File: src/rtl/gpio_cfg_pkg.sv
package gpio_cfg_pkg;

  localparam int NPIN      = 4;
  localparam int ALM_W     = 3;
  localparam int POS_DIR   = 0;
  localparam int POS_ALM   = 4;
  localparam int POS_RNG   = 7;
  localparam int POS_PD    = 8;
  localparam int POS_RST   = 9;
  localparam int POS_RSV   = 10;
  localparam int RSV_W     = 2;

  typedef struct packed {
    logic             illegal;
    logic             pd_en;
    logic             rng_en;
    logic [ALM_W-1:0] alm;
    logic [NPIN-1:0]  dir;
  } cfg_t;

  localparam cfg_t CFG_ZERO = '0;

  function automatic logic alm_hi_on_p0(input logic [ALM_W-1:0] a);
    return a[0] || (a == 3'b010) || (a == 3'b110);
  endfunction

  function automatic logic alm_lo_on_p0(input logic [ALM_W-1:0] a);
    return a[0];
  endfunction

  function automatic logic alm_lo_on_p1(input logic [ALM_W-1:0] a);
    return (a == 3'b100) || (a == 3'b110);
  endfunction

endpackage

File: src/rtl/gpio_cfg_decode.sv
module gpio_cfg_decode
  import gpio_cfg_pkg::*;
#(
  parameter int               WORD_W   = 16,
  parameter int               SEL_W    = 4,
  parameter logic [SEL_W-1:0] SEL_CODE = 4'b0100
) (
  input  logic [WORD_W-1:0] word_i,
  output logic              sel_hit_o,
  output logic              rst_req_o,
  output cfg_t              cfg_o
);

  localparam int SEL_LSB = WORD_W - SEL_W;

  always_comb begin
    sel_hit_o   = (word_i[WORD_W-1:SEL_LSB] == SEL_CODE);
    rst_req_o   = word_i[POS_RST];
    cfg_o       = CFG_ZERO;
    cfg_o.illegal = |word_i[POS_RSV +: RSV_W];
    cfg_o.pd_en   = word_i[POS_PD];
    cfg_o.rng_en  = word_i[POS_RNG];
    cfg_o.alm     = word_i[POS_ALM +: ALM_W];
    cfg_o.dir     = word_i[POS_DIR +: NPIN];
  end

endmodule

File: src/rtl/gpio_cfg_store.sv
module gpio_cfg_store
  import gpio_cfg_pkg::*;
(
  input  logic clk,
  input  logic rst_n,
  input  logic frame_valid_i,
  input  logic sel_hit_i,
  input  logic rst_req_i,
  input  cfg_t cfg_i,
  output cfg_t cfg_q_o,
  output logic pend_q_o,
  output logic take_o,
  output logic write_o,
  output logic pulse_q_o
);

  cfg_t cfg_q;
  logic pend_q;
  logic pulse_q;

  assign take_o  = frame_valid_i && pend_q;
  assign write_o = frame_valid_i && !pend_q && sel_hit_i;

  always_ff @(posedge clk or negedge rst_n) begin
    if (!rst_n) begin
      cfg_q   <= CFG_ZERO;
      pend_q  <= 1'b0;
      pulse_q <= 1'b0;
    end else begin
      pulse_q <= take_o;
      if (take_o) begin
        cfg_q  <= CFG_ZERO;
        pend_q <= 1'b0;
      end else if (write_o) begin
        cfg_q  <= cfg_i;
        pend_q <= rst_req_i;
      end
    end
  end

  assign cfg_q_o   = cfg_q;
  assign pend_q_o  = pend_q;
  assign pulse_q_o = pulse_q;

endmodule

File: src/rtl/gpio_cfg_route.sv
module gpio_cfg_route
  import gpio_cfg_pkg::*;
(
  input  cfg_t            cfg_i,
  output logic [NPIN-1:0] oe_o,
  output logic [NPIN-1:0] claim_o,
  output logic            pd_o,
  output logic            rng_o,
  output logic            hi_p0_o,
  output logic            lo_p0_o,
  output logic            lo_p1_o
);

  logic [NPIN-1:0] force_val;

  always_comb begin
    hi_p0_o = alm_hi_on_p0(cfg_i.alm);
    lo_p0_o = alm_lo_on_p0(cfg_i.alm);
    lo_p1_o = alm_lo_on_p1(cfg_i.alm);
    pd_o    = cfg_i.pd_en;
    rng_o   = cfg_i.rng_en;
    claim_o   = '0;
    force_val = '0;
    claim_o[0]   = hi_p0_o || lo_p0_o;
    force_val[0] = 1'b1;
    claim_o[1]   = lo_p1_o;
    force_val[1] = 1'b1;
    claim_o[2]   = cfg_i.rng_en;
    force_val[2] = 1'b0;
    claim_o[3]   = cfg_i.pd_en;
    force_val[3] = 1'b0;
  end

  for (genvar p = 0; p < NPIN; p++) begin : g_pin
    assign oe_o[p] = claim_o[p] ? force_val[p] : cfg_i.dir[p];
  end

endmodule

File: src/rtl/gpio_cfg_reg.sv
module gpio_cfg_reg
  import gpio_cfg_pkg::*;
#(
  parameter int               WORD_W   = 16,
  parameter int               SEL_W    = 4,
  parameter logic [SEL_W-1:0] SEL_CODE = 4'b0100
) (
  input  logic              clk,
  input  logic              rst_n,
  input  logic              frame_valid,
  input  logic [WORD_W-1:0] frame_word,
  output logic [NPIN-1:0]   pin_oe,
  output logic              pd_sel,
  output logic              range_sel,
  output logic              hi_alarm_p0,
  output logic              lo_alarm_p0,
  output logic              lo_alarm_p1,
  output logic              dev_reset_pulse,
  output logic              cfg_illegal
);

  logic            hit_w;
  logic            rstreq_w;
  cfg_t            dec_cfg_w;
  cfg_t            cfg_q_w;
  logic            pend_w;
  logic            take_w;
  logic            write_w;
  logic [NPIN-1:0] claim_w;

  gpio_cfg_decode #(
    .WORD_W  (WORD_W),
    .SEL_W   (SEL_W),
    .SEL_CODE(SEL_CODE)
  ) u_dec (
    .word_i   (frame_word),
    .sel_hit_o(hit_w),
    .rst_req_o(rstreq_w),
    .cfg_o    (dec_cfg_w)
  );

  gpio_cfg_store u_store (
    .clk          (clk),
    .rst_n        (rst_n),
    .frame_valid_i(frame_valid),
    .sel_hit_i    (hit_w),
    .rst_req_i    (rstreq_w),
    .cfg_i        (dec_cfg_w),
    .cfg_q_o      (cfg_q_w),
    .pend_q_o     (pend_w),
    .take_o       (take_w),
    .write_o      (write_w),
    .pulse_q_o    (dev_reset_pulse)
  );

  gpio_cfg_route u_route (
    .cfg_i  (cfg_q_w),
    .oe_o   (pin_oe),
    .claim_o(claim_w),
    .pd_o   (pd_sel),
    .rng_o  (range_sel),
    .hi_p0_o(hi_alarm_p0),
    .lo_p0_o(lo_alarm_p0),
    .lo_p1_o(lo_alarm_p1)
  );

  assign cfg_illegal = cfg_q_w.illegal;

endmodule

File: config.mk
export PLATFORM = sky130hd
export DESIGN_NAME = gpio_cfg_reg
export DESIGN_NICKNAME = d
export VERILOG_FILES = /design/src/rtl/gpio_cfg_pkg.sv /design/src/rtl/gpio_cfg_decode.sv /design/src/rtl/gpio_cfg_store.sv /design/src/rtl/gpio_cfg_route.sv /design/src/rtl/gpio_cfg_reg.sv
export SDC_FILE = /design/constraint.sdc
export NUM_CORES = 1
export LEC_CHECK = 0
export ABC_AREA = 1
export BUFFER_PORTS_ARGS = -buffer_cell sky130_fd_sc_hd__buf_2
export CORE_MARGIN = 5
export CORE_UTILIZATION = 40
export CTS_BUF_LIST = sky130_fd_sc_hd__clkbuf_16
export DETAILED_ROUTE_END_ITERATION = 10
export GPL_ROUTABILITY_DRIVEN = 0
export PLACE_DENSITY = 0.71
export SLEW_MARGIN = 20
export SYNTH_ARGS = -nofsm -noshare
export SYNTH_HDL_FRONTEND = slang
export SYNTH_SLANG_ARGS = --single-unit
File: constraint.sdc
create_clock -name clk -period 2.1 [get_ports clk]
set_input_delay 0.105 -clock clk [delete_from_list [all_inputs] [get_ports clk]]
set_output_delay 0.105 -clock clk [all_outputs]
set_load 0.03 [all_outputs]
==> impl_metrics.tcl, run 1 <==
set metrics [dict create \
    status "complete, no violations" \
    tns_ns 0 \
    cp.arrival_ns 1.24 \
    worstSetupEndpointType "output pin" \
    track_usage_pct 12.3 \
    relSlewSlack_pct 73.4 \
    cp_slowest_cell "dfrtp_1" \
    startpoint_type "register" \
    post_cts_buffers 0 \
    total_leakage_power_nw 0.492 \
    path_delay_family "simple AND/OR/NAND/NOR gates" \
    ant_nets 0 \
    initial_core_util_pct 40.9 \
    crit_top_cell "or2_1" \
    timing.max_cap.violations 0 \
    pwr-share-seq_pct 33.6 \
    clockPowerShare_pct 39.0 \
    cts_buffer_depth 2 \
    layout_commonest_cell "buf_2" \
    antenna_cells 0 \
    path_class "register to output pin" \
    remaining_drc_errors 0 \
    swShare_pct 31.4 \
    setup_violations 0 \
    drv_slew 0 \
    syn_avg_cell_area_sq_um 8.72 \
    fin_area_sq_um 837 \
    p_int_mw 0.600 \
    hold_viol 0 \
    place_hpwl_um 979 \
    ios 30 \
    min_period_over_period_pct 63.9 \
    period_needed_ns 1.34 \
    dpl_cell_area_sq_um 748 \
    die_height_um 48.8 \
    cts_resized 0 \
    required_ns 2.00 \
    nets 121 \
    worstMarginPinSlew_ns 0.399 \
    synth_fp_nets 88 \
    yosysSeqAreaShare_pct 49.9 \
    grt_pass1_vias 542 \
    finClkSkew_ns 0.00125 \
    drt-pass1-iter-count 4 \
    clock.fmax_mhz 746 \
    cts_hold_buf 1 \
    yosys_warnings 0 \
    grt_max_degree 13 \
    cts_sinks 12 \
    crit_chain "or2_1 > or2_1 > buf_2" \
    yosys_register_bits 12 \
    die_width_um 48.8 \
    cpPeakStageDelay_ns 0.39 \
    drt_wl_total_mm 1.31 \
    synth.distinct_cells 15 \
    drive_gt1_share_pct 41.6 \
    cp_max_fo 4 \
    cellPowerDensity_nw_per_um2 1050 \
    grt_pass1_wl_mm 2.31 \
    hold_class "primary input to register" \
    design.core.area_sq_um 1470 \
    n_fill_cell 141 \
    drt-wirelength-per-cell_um 11.2 \
    cts_root_buffer "clkbuf_16" \
    grt_antenna_before_repair 0 \
    syn2layout_area_growth_pct 39.1 \
    grt-ovfl-total 0 \
    critPathBufInv 1 \
    comb_power_share_pct 27.3 \
    ir_worst_vdd_mv 0.468 \
    rows 14 \
    final_cell_mix "buf_2, nand3_1, nand2_1" \
    grt_setup_unrepaired "false" \
    worstSkewPairLatency_ns 0.24 \
    drtIter0Drc 11 \
    numCtsBuffers 3 \
    clk_pin_slew_ns 0.04 \
    synthCells 69 \
    cts_tree "yes" \
    portBuffers 29 \
    vias_per_cell 4.92 \
    p_sw_mw 0.275 \
    htreeDepth 1 \
    die-area_sq_um 2380 \
    syn_area_sq_um 602 \
    vias 576 \
]
## cells in the mapped netlist
master,count,area (sq um)
nand3_1,19,95.1
nand2_1,14,52.6
dfrtp_1,12,300
inv_1,5,18.8
inv_2,3,11.3
nor2_1,3,11.3
or2_1,3,18.8
nand3_2,2,20.0
nor2_2,2,12.5
buf_4,1,7.51
buf_6,1,11.3
nor2_4,1,11.3
nor2_8,1,20.0
o21ai_1,1,5.00
or2_2,1,6.26
## state kept, by name, indices dropped and copies added, names as in the netlist
name / flops
u_store.cfg_q_o: 10
u_store.pend_q_o: 1
u_store.pulse_q_o: 1
## cells by family (layout without fill, tap and decap cells)
kind of cell,count (synthesis),after routing,share of synthesized area (%)
and+or+nand+nor,46,46,41.2
DFF,12,12,49.9
buffers and inverters,10,42,8.11
AOI/OAI and AO/OA,1,1,0.831
## tightest hold or removal path, cell delays in order
cell     delay (ns)
buf_2          0.07
nand3_1        0.06
nand2_1        0.06
## power groups by stage
stage | Clock [mW] | Combinational (mW) | Sequential, mW
floorplan | 0 | 0.133 | 0.327
global placement | 0 | 0.236 | 0.296
detailed placement | 0 | 0.241 | 0.297
CTS | 0.349 | 0.243 | 0.294
global route | 0.366 | 0.262 | 0.301
finish | 0.342 | 0.239 | 0.294
## path summary, 6_finish.rpt
| check | startpoint | endpoint | slack, ns | depth (start not counted) |
|---|---|---|---|---|
| max | u_store.cfg_q_o[4] | pin_oe[0] | 0.76 | 3 |
| min | frame_word[8] | u_store.cfg_q_o[8] | 0.1 | 3 |
| max reg2reg | u_store.pend_q_o | u_store.cfg_q_o[4] | 1.03 | 3 |
| min reg2reg | u_store.cfg_q_o[2] | u_store.cfg_q_o[2] | 0.50 | 2 |
| max in group asynchronous | rst_n | u_store.cfg_q_o[3] | 1.60 | 2 |
| min in group asynchronous | rst_n | u_store.cfg_q_o[6] | 0.28 | 2 |
## through the flow
stage	utilization, %	power [mW]	hold WS (ns)	cells	setup WS (ns)
2_1_floorplan	-	0.460	-0.191	69	0.674
3_3_place_gp	50.9	0.533	-0.00236	112	1.03
3_5_place_dp	50.9	0.538	-0.00340	112	1.01
4_1_cts	56.9	0.885	0.0991	117	0.753
5_1_grt	56.9	0.929	0.107	117	0.707
6_report	56.9	0.875	0.0997	117	0.759
## cell type report
cell class / count / area [sq um] / share of cell area, %
clock inverter: 1 / 3.75 / 0.448
sequential: 12 / 300 / 35.9
timing repair buffer: 30 / 155 / 18.5
multi-input combinational: 47 / 253 / 30.2
tap: 16 / 20.0 / 2.39
inverter: 8 / 30.0 / 3.59
clock buffer: 3 / 75.1 / 8.97
## layer usage
layer | GRT usage (%) | wire length (um)
met5 | 0 | 0
met1 | 15.2 | 584
met2 | 17.4 | 559
met4 | 7.62 | 28
met3 | 5.50 | 136
Power figures use the tool's default switching activity.
==> inputs of run 2 (changes only) <==
--- a/config.mk
+++ b/config.mk
@@ -5,14 +5,14 @@
 export SDC_FILE = /design/constraint.sdc
 export NUM_CORES = 1
 export LEC_CHECK = 0
-export ABC_AREA = 1
+export ABC_AREA = 0
 export BUFFER_PORTS_ARGS = -buffer_cell sky130_fd_sc_hd__buf_2
 export CORE_MARGIN = 5
-export CORE_UTILIZATION = 40
+export CORE_UTILIZATION = 39
 export CTS_BUF_LIST = sky130_fd_sc_hd__clkbuf_16
 export DETAILED_ROUTE_END_ITERATION = 10
 export GPL_ROUTABILITY_DRIVEN = 0
-export PLACE_DENSITY = 0.71
+export PLACE_DENSITY = 0.72
 export SLEW_MARGIN = 20
 export SYNTH_ARGS = -nofsm -noshare
 export SYNTH_HDL_FRONTEND = slang
==> constraint.sdc (replaced) <==
create_clock -name clk -period 1.1 [get_ports clk]
set_input_delay 0.055 -clock clk [delete_from_list [all_inputs] [get_ports clk]]
set_output_delay 0.055 -clock clk [all_outputs]
set_load 0.03 [all_outputs]
==> run 2 against run 1 <==
  * The run now ends with setup timing left
  * Sequential power up 71%
  * Setup slack worse by 0.89 ns
  * Design area up 18%
  * Hold slack worse by 0.037 ns
  * Non-clock buffer count up 6
  * Flip-flop and latch count unchanged
  * Clock power up 95%
  * Largest power group unchanged
  * Highest routed layer is now met3
==> impl_metrics.tcl, run 2 <==
set metrics [dict create \
    status "complete, but fails checks" \
    violations "setup timing" \
    total_leakage_power_nw 0.494 \
    worstSetupEndpointType "output pin" \
    drive_gt1_share_pct 49.5 \
    post-synth-top-area-fraction_pct 47.1 \
    n_fill_cell 131 \
    syn_area_sq_um 638 \
    setup_ws_ns -0.132 \
    worstMarginPinSlew_ns 0.358 \
    comb_power_share_pct 18.0 \
    cts_tree "yes" \
    crit_chain "or3_4 > buf_6" \
    die-area_sq_um 2550 \
    relSlewSlack_pct 75.8 \
    largest_register_ffs 10 \
    die_width_um 50.5 \
    ant_nets 0 \
    hold_viol 0 \
    timing.max_cap.violations 0 \
    critPathCapture "pin_oe[0]" \
    cp_slowest_cell "dfrtp_2" \
    setup_violations 3 \
    grt-ovfl-total 0 \
    required_ns 1.04 \
    cp.arrival_ns 1.18 \
    die_height_um 50.5 \
    grt_max_degree 21 \
    track_usage_pct 14.4 \
    yosys_register_bits 12 \
    vias 655 \
    syn2layout_area_growth_pct 54.9 \
    timing.hold.ws_ns 0.0624 \
    async_flop_share_pct 100 \
    post-synth-top-count-cell "dfrtp_1" \
    cpPeakStageDelay_ns 0.45 \
    drv_slew 0 \
    finClkSkew_ns 0.00179 \
    initial_core_util_pct 41.9 \
    cts_sinks 12 \
    drt-wirelength-per-cell_um 14.9 \
    tns_ns -0.298 \
    p_sw_mw 0.363 \
    grt_pass1_wl_mm 2.90 \
    r2r_slack_ns 0.03 \
    synthTopCellsByArea "dfrtp_1, nand3_1, o221ai_1" \
    drtIter0Drc 11 \
    p_total_mw 1.43 \
    cp-startpoint "u_store.cfg_q_o[4]" \
    yosysSeqAreaShare_pct 47.1 \
    startpoint_type "register" \
    grt_pass1_vias 657 \
    synthCells 69 \
    portBuffers 29 \
    yosys_warnings 0 \
    drt_wl_total_mm 1.81 \
    cts_buffer_depth 2 \
    numCtsBuffers 3 \
    rows 14 \
    clock.fmax_mhz 812 \
    ios 30 \
    grt_setup_unrepaired "true" \
    drt-pass1-iter-count 4 \
    design.core.area_sq_um 1520 \
    layout_commonest_cell "buf_2" \
    reg2reg_depth 4 \
    period_needed_ns 1.23 \
    clockPowerShare_pct 46.7 \
    post-place-ws_ns -0.205 \
    antenna_cells 0 \
    final_cell_mix "buf_2, nand3_1, dfrtp_1" \
    path_class "register to output pin" \
    min_period_over_period_pct 112 \
    synth.distinct_cells 20 \
    yosys-top-cells-count "dfrtp_1, nand3_1, nand2_1" \
    syn_avg_cell_area_sq_um 9.25 \
    ir_worst_vdd_mv 0.831 \
    cellPowerDensity_nw_per_um2 1440 \
    clk_pin_slew_ns 0.04 \
    yosysTopAreaCell "dfrtp_1" \
    r2r_start "u_store.pend_q_o" \
    cp_max_fo 6 \
    place_hpwl_mm 1.22 \
    remaining_drc_errors 0 \
    cts_root_buffer "clkbuf_16" \
    hold_class "primary input to register" \
    nets 125 \
    synth_fp_nets 88 \
    synth_ff_type "dfrtp_1" \
    synth_edf_count 0 \
    vias_per_cell 5.41 \
    worstSkewPairLatency_ns 0.24 \
    reg2reg_to "u_store.cfg_q_o[9]" \
    p_int_mw 1.06 \
    pwr-share-seq_pct 35.2 \
    swShare_pct 25.5 \
    htreeDepth 1 \
    grt_antenna_before_repair 0 \
]
## run 2: cell count changes after synthesis, sizes merged, moves of 5 or more
cell / before / now
o311ai: 0 / 5
nand2: 14 / 9
nand3: 21 / 11
nor2: 7 / 1
nand2b: 0 / 5
o221ai: 0 / 5
## run 2: what timing repair did
item | in CTS | in global routing
setup buffers | 1 | 0
pin swaps | 1 | 1
hold buffers | 1 | 0
gates resized for setup | 11 | 5
gates cloned | 1 | 0
hold endpoints to repair | 12 | 0
endpoints found under the setup margin | 5 | 13
## run 2: metrics by stage
stage | std cells | instance area, sq um | utilization (%)
global placement | 114 | 838 | 55.0
floorplan | 69 | 651 | -
global route | 121 | 988 | 64.9
detailed placement | 114 | 838 | 55.0
finish | 121 | 988 | 64.9
CTS | 121 | 968 | 63.5
## run 2: per-layer routing
metal,global-route usage [%],share of wire (%)
met4,5.11,0
met2,24.6,51
met5,0,0
met3,2.37,6.2
met1,18.1,43
## run 2: worst max-delay path: cells and delay by family (launching register included)
family / cells / cell delay, ns
flip-flops: 1 / 0.45
buffers and inverters: 1 / 0.14
AND/OR/NAND/NOR: 1 / 0.34
## run 2: logic make-up after synthesis
group                  count (synthesis)  synth area share [%]
buffers and inverters                 11                  7.84
DFF                                   12                  47.1
AOI/OAI and AO/OA                     12                  16.7
and+or+nand+nor                       34                  28.4
## run 2: worst min path at each step
stage	start	to	cells after the start
detailed placement	rst_n	u_store.cfg_q_o[8]	1
CTS	frame_word[9]	u_store.pend_q_o	3
global route	frame_word[9]	u_store.pend_q_o	3
finish	frame_word[9]	u_store.pend_q_o	3
floorplan	rst_n	u_store.cfg_q_o[0]	0
global placement	rst_n	u_store.cfg_q_o[8]	1
## run 2: power groups by stage
stage	Clock (mW)	Combinational, mW	Sequential [mW]
after floorplan	0	0.120	0.523
after global placement	0	0.224	0.504
after detailed placement	0	0.231	0.506
after CTS	0.672	0.246	0.503
after global routing	0.703	0.279	0.508
final	0.667	0.257	0.503
## run 2: layout make-up
class | instances | area (sq um) | share of cell area [%]
multi-input cells | 46 | 322 | 32.5
flip-flops and latches | 12 | 303 | 30.6
repair buffers | 36 | 231 | 23.4
clock buffers | 3 | 75.1 | 7.59
well taps | 16 | 20.0 | 2.03
clock inverters | 1 | 3.75 | 0.380
repair inverters | 1 | 7.51 | 0.759
inverters | 6 | 26.3 | 2.66
